$ cat config.mk
export PLATFORM = sky130hd
export DESIGN_NAME = wpost_buffer
export DESIGN_NICKNAME = d
export VERILOG_FILES = /design/src/rtl/wpost_pkg.sv /design/src/rtl/wpost_store.sv /design/src/rtl/wpost_runlen.sv /design/src/rtl/wpost_ctrl.sv /design/src/rtl/wpost_buffer.sv
export SDC_FILE = /design/constraint.sdc
export NUM_CORES = 1
export LEC_CHECK = 0
export BUFFER_PORTS_ARGS = -buffer_cell sky130_fd_sc_hd__buf_4
export CAP_MARGIN = 10
export CORE_MARGIN = 8
export CORE_UTILIZATION = 58
export CTS_CLUSTER_DIAMETER = 60
export DETAILED_ROUTE_END_ITERATION = 6
export HOLD_SLACK_MARGIN = 0.03
export PLACE_DENSITY = 0.77
export SYNTH_ARGS = -nofsm -noshare
export SYNTH_HDL_FRONTEND = slang
export SYNTH_SLANG_ARGS = --single-unit
$ cat constraint.sdc
create_clock -name clk -period 17.1 [get_ports clk]
set_input_delay 3.42 -clock clk [delete_from_list [all_inputs] [get_ports clk]]
set_output_delay 3.42 -clock clk [all_outputs]
set_load 0.01 [all_outputs]
$ cat src/rtl/wpost_pkg.sv
package wpost_pkg;

    typedef enum logic [1:0] {
        ST_IDLE  = 2'd0,
        ST_REQ   = 2'd1,
        ST_BURST = 2'd2
    } wp_state_e;

endpackage

$ cat src/rtl/wpost_store.sv
module wpost_store #(
    parameter int DEPTH  = 8,
    parameter int DA_W   = 30,
    parameter int DATA_W = 32,
    parameter int BE_W   = DATA_W / 8,
    parameter int PTR_W  = (DEPTH > 1) ? $clog2(DEPTH) : 1,
    parameter int CNT_W  = $clog2(DEPTH + 1)
) (
    input  logic                           clk,
    input  logic                           rst_n,
    input  logic                           push,
    input  logic [DA_W-1:0]                push_addr,
    input  logic [DATA_W-1:0]              push_data,
    input  logic [BE_W-1:0]                push_be,
    input  logic                           pop,
    output logic                           full,
    output logic                           empty,
    output logic [CNT_W-1:0]               count,
    output logic [DEPTH-1:0][DA_W-1:0]     ord_addr,
    output logic [DATA_W-1:0]              head_data,
    output logic [BE_W-1:0]                head_be
);

    logic [DA_W-1:0]   mem_addr [DEPTH];
    logic [DATA_W-1:0] mem_data [DEPTH];
    logic [BE_W-1:0]   mem_be   [DEPTH];
    logic [PTR_W-1:0]  head_q;
    logic [PTR_W-1:0]  tail_q;
    logic [CNT_W-1:0]  count_q;

    function automatic logic [PTR_W-1:0] bump(input logic [PTR_W-1:0] p);
        return (p == PTR_W'(DEPTH - 1)) ? '0 : p + 1'b1;
    endfunction

    // pointer and occupancy bookkeeping
    always_ff @(posedge clk or negedge rst_n) begin
        if (!rst_n) begin
            head_q  <= '0;
            tail_q  <= '0;
            count_q <= '0;
        end else begin
            if (push) begin
                tail_q <= bump(tail_q);
            end
            if (pop) begin
                head_q <= bump(head_q);
            end
            unique case ({push, pop})
                2'b10:   count_q <= count_q + 1'b1;
                2'b01:   count_q <= count_q - 1'b1;
                default: count_q <= count_q;
            endcase
        end
    end

    // entry payload: no reset needed, occupancy governs validity
    always_ff @(posedge clk) begin
        if (push) begin
            mem_addr[tail_q] <= push_addr;
            mem_data[tail_q] <= push_data;
            mem_be[tail_q]   <= push_be;
        end
    end

    assign count     = count_q;
    assign full      = (count_q == CNT_W'(DEPTH));
    assign empty     = (count_q == '0);
    assign head_data = mem_data[head_q];
    assign head_be   = mem_be[head_q];

    // addresses presented oldest first
    for (genvar g = 0; g < DEPTH; g++) begin : g_ord
        logic [PTR_W:0] sum;
        logic [PTR_W:0] idx;
        assign sum = {1'b0, head_q} + (PTR_W + 1)'(g);
        assign idx = (sum >= (PTR_W + 1)'(DEPTH)) ? sum - (PTR_W + 1)'(DEPTH) : sum;
        assign ord_addr[g] = mem_addr[idx[PTR_W-1:0]];
    end

    AST_NO_OVERFLOW: assert property (@(posedge clk) disable iff (!rst_n)
        push |-> !full);

    AST_NO_UNDERFLOW: assert property (@(posedge clk) disable iff (!rst_n)
        pop |-> !empty);

endmodule

$ cat src/rtl/wpost_runlen.sv
module wpost_runlen #(
    parameter int DEPTH = 8,
    parameter int DA_W  = 30,
    parameter int CNT_W = $clog2(DEPTH + 1)
) (
    input  logic [DEPTH-1:0][DA_W-1:0] ord_addr,
    input  logic [CNT_W-1:0]           count,
    input  logic                       merge_en,
    output logic [CNT_W-1:0]           run_len
);

    // adj[g]: entry g (in age order) sits one word above entry g-1
    logic [DEPTH-1:1] adj;

    for (genvar g = 1; g < DEPTH; g++) begin : g_adj
        assign adj[g] = ({1'b0, ord_addr[g]} == ({1'b0, ord_addr[g-1]} + (DA_W + 1)'(1)));
    end

    // leading run of adjacent, occupied entries
    always_comb begin
        logic open;
        open    = merge_en;
        run_len = CNT_W'(1);
        for (int i = 1; i < DEPTH; i++) begin
            if (open && adj[i] && (CNT_W'(i) < count)) begin
                run_len = CNT_W'(i + 1);
            end else begin
                open = 1'b0;
            end
        end
    end

endmodule

$ cat src/rtl/wpost_ctrl.sv
module wpost_ctrl
    import wpost_pkg::*;
#(
    parameter int CNT_W = 4
) (
    input  logic             clk,
    input  logic             rst_n,
    input  logic             empty,
    input  logic             dn_gnt,
    input  logic [CNT_W-1:0] run_len,
    output logic             dn_req,
    output logic             dn_valid,
    output logic             dn_last,
    output logic             pop
);

    wp_state_e        state_q;
    wp_state_e        state_d;
    logic [CNT_W-1:0] beats_q;

    // state register and beat counter
    always_ff @(posedge clk or negedge rst_n) begin
        if (!rst_n) begin
            state_q <= ST_IDLE;
            beats_q <= '0;
        end else begin
            state_q <= state_d;
            if (state_q == ST_REQ && dn_gnt) begin
                beats_q <= run_len;
            end else if (state_q == ST_BURST) begin
                beats_q <= beats_q - 1'b1;
            end
        end
    end

    // transitions
    always_comb begin
        state_d = state_q;
        unique case (state_q)
            ST_IDLE:  if (!empty)                  state_d = ST_REQ;
            ST_REQ:   if (dn_gnt)                  state_d = ST_BURST;
            ST_BURST: if (beats_q == CNT_W'(1))    state_d = ST_IDLE;
            default:                               state_d = ST_IDLE;
        endcase
    end

    // outputs
    always_comb begin
        dn_req   = 1'b0;
        dn_valid = 1'b0;
        dn_last  = 1'b0;
        pop      = 1'b0;
        unique case (state_q)
            ST_IDLE:  ;
            ST_REQ:   dn_req = 1'b1;
            ST_BURST: begin
                dn_valid = 1'b1;
                pop      = 1'b1;
                dn_last  = (beats_q == CNT_W'(1));
            end
            default:  ;
        endcase
    end

    AST_REQ_HOLD: assert property (@(posedge clk) disable iff (!rst_n)
        dn_req && !dn_gnt |=> dn_req);

    AST_LAST_GAP: assert property (@(posedge clk) disable iff (!rst_n)
        dn_valid && dn_last |=> !dn_valid);

    AST_BEATS_CONTIG: assert property (@(posedge clk) disable iff (!rst_n)
        dn_valid && !dn_last |=> dn_valid);

endmodule

$ cat src/rtl/wpost_buffer.sv
module wpost_buffer #(
    parameter int DEPTH  = 8,
    parameter int ADDR_W = 32,
    parameter int DATA_W = 32,
    parameter int BE_W   = DATA_W / 8,
    parameter int DA_W   = ADDR_W - 2,
    parameter int CNT_W  = $clog2(DEPTH + 1)
) (
    input  logic              clk,
    input  logic              rst_n,
    input  logic              cfg_merge_en,
    input  logic              up_valid,
    output logic              up_ready,
    input  logic [ADDR_W-1:2] up_waddr,
    input  logic [DATA_W-1:0] up_data,
    input  logic [BE_W-1:0]   up_be,
    output logic              dn_req,
    input  logic              dn_gnt,
    output logic              dn_valid,
    output logic              dn_last,
    output logic [ADDR_W-1:0] dn_addr,
    output logic [DATA_W-1:0] dn_data,
    output logic [BE_W-1:0]   dn_be
);

    logic                       push;
    logic                       pop;
    logic                       full;
    logic                       empty;
    logic [CNT_W-1:0]           count;
    logic [DEPTH-1:0][DA_W-1:0] ord_addr;
    logic [CNT_W-1:0]           run_len;

    assign up_ready = !full;
    assign push     = up_valid && up_ready;

    wpost_store #(
        .DEPTH  (DEPTH),
        .DA_W   (DA_W),
        .DATA_W (DATA_W),
        .BE_W   (BE_W),
        .CNT_W  (CNT_W)
    ) i_store (
        .clk       (clk),
        .rst_n     (rst_n),
        .push      (push),
        .push_addr (up_waddr),
        .push_data (up_data),
        .push_be   (up_be),
        .pop       (pop),
        .full      (full),
        .empty     (empty),
        .count     (count),
        .ord_addr  (ord_addr),
        .head_data (dn_data),
        .head_be   (dn_be)
    );

    wpost_runlen #(
        .DEPTH (DEPTH),
        .DA_W  (DA_W),
        .CNT_W (CNT_W)
    ) i_runlen (
        .ord_addr (ord_addr),
        .count    (count),
        .merge_en (cfg_merge_en),
        .run_len  (run_len)
    );

    wpost_ctrl #(
        .CNT_W (CNT_W)
    ) i_ctrl (
        .clk      (clk),
        .rst_n    (rst_n),
        .empty    (empty),
        .dn_gnt   (dn_gnt),
        .run_len  (run_len),
        .dn_req   (dn_req),
        .dn_valid (dn_valid),
        .dn_last  (dn_last),
        .pop      (pop)
    );

    assign dn_addr = {ord_addr[0], 2'b00};

    AST_ADJ_STEP: assert property (@(posedge clk) disable iff (!rst_n)
        dn_valid && !dn_last |=> dn_addr == $past(dn_addr) + ADDR_W'(4));

    AST_OFF_SINGLE: assert property (@(posedge clk) disable iff (!rst_n)
        $rose(dn_valid) && !$past(cfg_merge_en) |-> dn_last);

    AST_READY_BACK: assert property (@(posedge clk) disable iff (!rst_n)
        pop |=> up_ready);

    AST_NO_REQ_IN_BURST: assert property (@(posedge clk) disable iff (!rst_n)
        dn_valid |-> !dn_req);

endmodule

==> reports/qor.csv <==
stage;metric;value;unit
yosys;synthesized area;0.0420;sq mm
clock_tree;Root Driver;clkbuf_16;
sta;Fin. Hold Viols;0;
yosys;most common flop cell mapped by yosys;edfxtp_1;
clock_tree;clk buf depth;3;
drt;via count;32598;
critical_path;Worst setup SP type;flip-flop;
critical_path;delay-heaviest family, CP;simple AND/OR/NAND/NOR gates;
grt;wire length of the first global-routing pass;219000;um
clock_tree;clock-pin slew of the registers on the worst-case setup and hold paths;60;ps
cells_and_area;Layout Nets;3380;
sta;final setup fails;0;
yosys;Synth cell types;105;
placement;gp weighted congestion;1.04;
critical_path;CP cell instances;inv_2, buf_4, ha_4, buf_4, buf_4, mux4_2, nand2_1, nand2_1, ha_1, xor2_1, nor4_1, buf_4, o211ai_1, or4b_1, nor4_1, and4_1, nand3_1, a2111oi_1, nor3b_1;
critical_path;critical path's slowest cell;ha_4;
drt;Antenna Nets Post-Route;0;
sta;RSZ-0062 raised after global routing;no;
clock_tree;clk_lat worst skew;690;ps
flow_run;maxcap violations;0;
critical_path;Req. time, crit path;17580;ps
clock_tree;cts hold-fix bufs;0;
die;Die Y-Extent;285;um
clock_tree;Resize count post-CTS;0;
cells_and_area;Filler Cells Inserted;5222;
critical_path;Max FO, Critical Path;66;
die;Site Rows;98;
critical_path;worst path bufs/invs;5;
sta;pins over their slew limit;0;
grt;vias in the first global route;31512;
die;initial cell density of the core;0.587;
yosys;Avg Cell Area, Syn;13.1;sq um
outcome;status;finished, final reports clean;
placement;HPWL after detailed placement;106000;um
sta;Post-Route Setup TNS;0;ps
critical_path;CP Capture Type;flip-flop;
drt;final wirelength;150000;um
yosys;largest area contributor in the netlist;edfxtp_1;
sta;Slew headroom;0.158;
drt;vias per inst;7.60;
yosys;synthesized flop and latch total;544;
grt;pin count of the biggest net entering global routing;157;
sta;Fmax;120;MHz
critical_path;critical path class;reg2reg;
placement;PortBufs;140;
grt;gr ovfl total;0;
grt;initial antenna violation count;4;
yosys;fraction of registers with async set or reset after synthesis;0.0294;
sta;worst slew pin tran;1230;ps
drt;Post-route DRC;0;
clock_tree;CTS sink cnt;544;
grt;Total GRT Usage;0.360;
clock_tree;cts bufs inserted;57;
die;Die ar.;0.0813;sq mm
die;Ports;143;
drt;drt initial violations;5252;
sta;Min Clock Period, post-route;8360;ps
cells_and_area;proportion of layout cells with a drive suffix above 1;0.260;
worst_hold_path;Hold Crit Class;reg2reg;
yosys;YS warnings;0;
yosys;Post-synth EDFFs;528;
sta;Clock Skews;86.1;ps
yosys;top post-synthesis cells by area;edfxtp_1, mux4_2, mux2i_1;
critical_path;Worst EP arrival;8830;ps
critical_path;Max stage delay on crit path;930;ps
clock_tree;CTS H-tree depth;2;
die;Die X;285;um
clock_tree;CTS tree;built;
die;Core Region;0.0716;sq mm
drt;drt wl/cell;35.0;um
yosys;sequential-to-total area share from yosys stat;0.387;
clock_tree;Post-CTS Setup Bufs;0;
cells_and_area;Area growth, synth to finish;8.27;%
yosys;post-synth top area share;0.377;
yosys;most frequent cell after synthesis;edfxtp_1;
sta;Final Cycle Share;0.489;
yosys;Commonest cells post-synth;edfxtp_1, mux4_2, nand2_1;
yosys;Cells after Synth;3210;
drt;DR pass1 iterations;6;
critical_path;cell repeated most along the worst path;buf_4;
[logic make-up after synthesis]
logic type,Yosys count,synth area share
fa+ha+maj,20,0.00595
simple gates,974,0.119
compound gates,346,0.0584
other cells,1,0.0000892
flops,544,0.387
mux,807,0.333
buf+inv,244,0.0378
xor+xnor,274,0.0585
[through the flow]
| step | std cells | utilization | instance area, sq um | worst slack [ps] | hold slack, ps |
|---|---|---|---|---|---|
| 6_report | 4288 | 0.635 | 45500 | 8740 | 506 |
| 5_1_grt | 4288 | 0.635 | 45500 | 8340 | 550 |
| 4_1_cts | 4287 | 0.635 | 45500 | 8910 | 515 |
| 3_5_place_dp | 4180 | 0.609 | 43600 | 8880 | 508 |
| 3_3_place_gp | 4180 | 0.609 | 43600 | 9120 | 488 |
| 2_1_floorplan | 3211 | - | 42000 | 8190 | 448 |
[flip-flops by register name, summed over array words and instances (netlist names)]
register          count
i_store.mem_addr    240
i_store.count         4
i_ctrl.state_q        2
i_store.tail_q        3
i_ctrl.beats_q        4
i_store.head_q        3
i_store.mem_be       32
i_store.mem_data    256
[cell type report]
cell class	instances	area, sq um	area share
Clock inverter	40	420	0.00924
Inverter	49	189	0.00415
Clock buffer	67	1460	0.0322
Timing Repair Buffer	214	1640	0.0361
Sequential cell	544	16300	0.357
Tap cell	950	1190	0.0261
Multi-Input combinational cell	2423	24300	0.535
Antenna cell	1	2.50	0.0000550
[worst register-to-register path: cells and delay by family (launching register included)]
| kind | cells | cell delay [ps] |
|---|---|---|
| muxes | 1 | 720 |
| AOI/OAI and AO/OA | 2 | 450 |
| and+or+nand+nor | 8 | 2350 |
| DFF | 1 | 860 |
| buffers and inverters | 5 | 2410 |
| xor gates and xnor gates | 1 | 170 |
| adders and majority gates | 2 | 1290 |
[worst paths after layout]
path	cells after the start	from	endpoint	slack, ps
hold reg to reg	1	i_ctrl.state_q[1]	i_ctrl.state_q[0]	510
hold / removal	1	i_ctrl.state_q[1]	i_ctrl.state_q[0]	510
setup reg to reg	19	i_store.head_q[1]	i_ctrl.beats_q[0]	8740
max in group asynchronous	1	rst_n	i_store.head_q[1]	14160
min in group asynchronous	1	rst_n	i_store.count[2]	2610
setup / recovery	19	i_store.head_q[1]	i_ctrl.beats_q[0]	8740
[metal layers]
metal  GRT usage  share of wire
met1       0.501           0.38
met2       0.541           0.45
met3      0.0966           0.13
met4       0.137          0.045
met5           0       0.000073
[cell usage in the layout, fill, tap and decap left out, types with 14 or more instances in the layout]
| master | synthesis | routed |
|---|---|---|
| a211oi_1 | 28 | 28 |
| a21oi_1 | 54 | 54 |
| a22oi_1 | 18 | 18 |
| a31oi_1 | 21 | 21 |
| and2_1 | 21 | 21 |
| and3_1 | 22 | 22 |
| and4_1 | 20 | 20 |
| buf_4 | 38 | 211 |
| clkbuf_16 | 0 | 57 |
| edfxtp_1 | 528 | 528 |
| ha_1 | 20 | 17 |
| inv_1 | 45 | 45 |
| mux2_2 | 37 | 37 |
| mux2i_1 | 297 | 296 |
| mux4_2 | 460 | 460 |
| nand2_1 | 339 | 339 |
| nand2b_1 | 17 | 17 |
| nand3_1 | 140 | 140 |
| nand3b_1 | 26 | 26 |
| nand4_1 | 75 | 75 |
| nor2_1 | 105 | 99 |
| nor2b_1 | 22 | 22 |
| nor3_1 | 63 | 61 |
| nor4_1 | 30 | 29 |
| o211ai_1 | 14 | 14 |
| o21a_1 | 18 | 18 |
| o21ai_0 | 66 | 66 |
| or3_1 | 16 | 16 |
| xnor2_1 | 174 | 173 |
| xor2_1 | 94 | 93 |
Power is left out: the tool's default activity adds up to more than one toggle a clock period on the data nets, which glitch-free logic cannot reach.
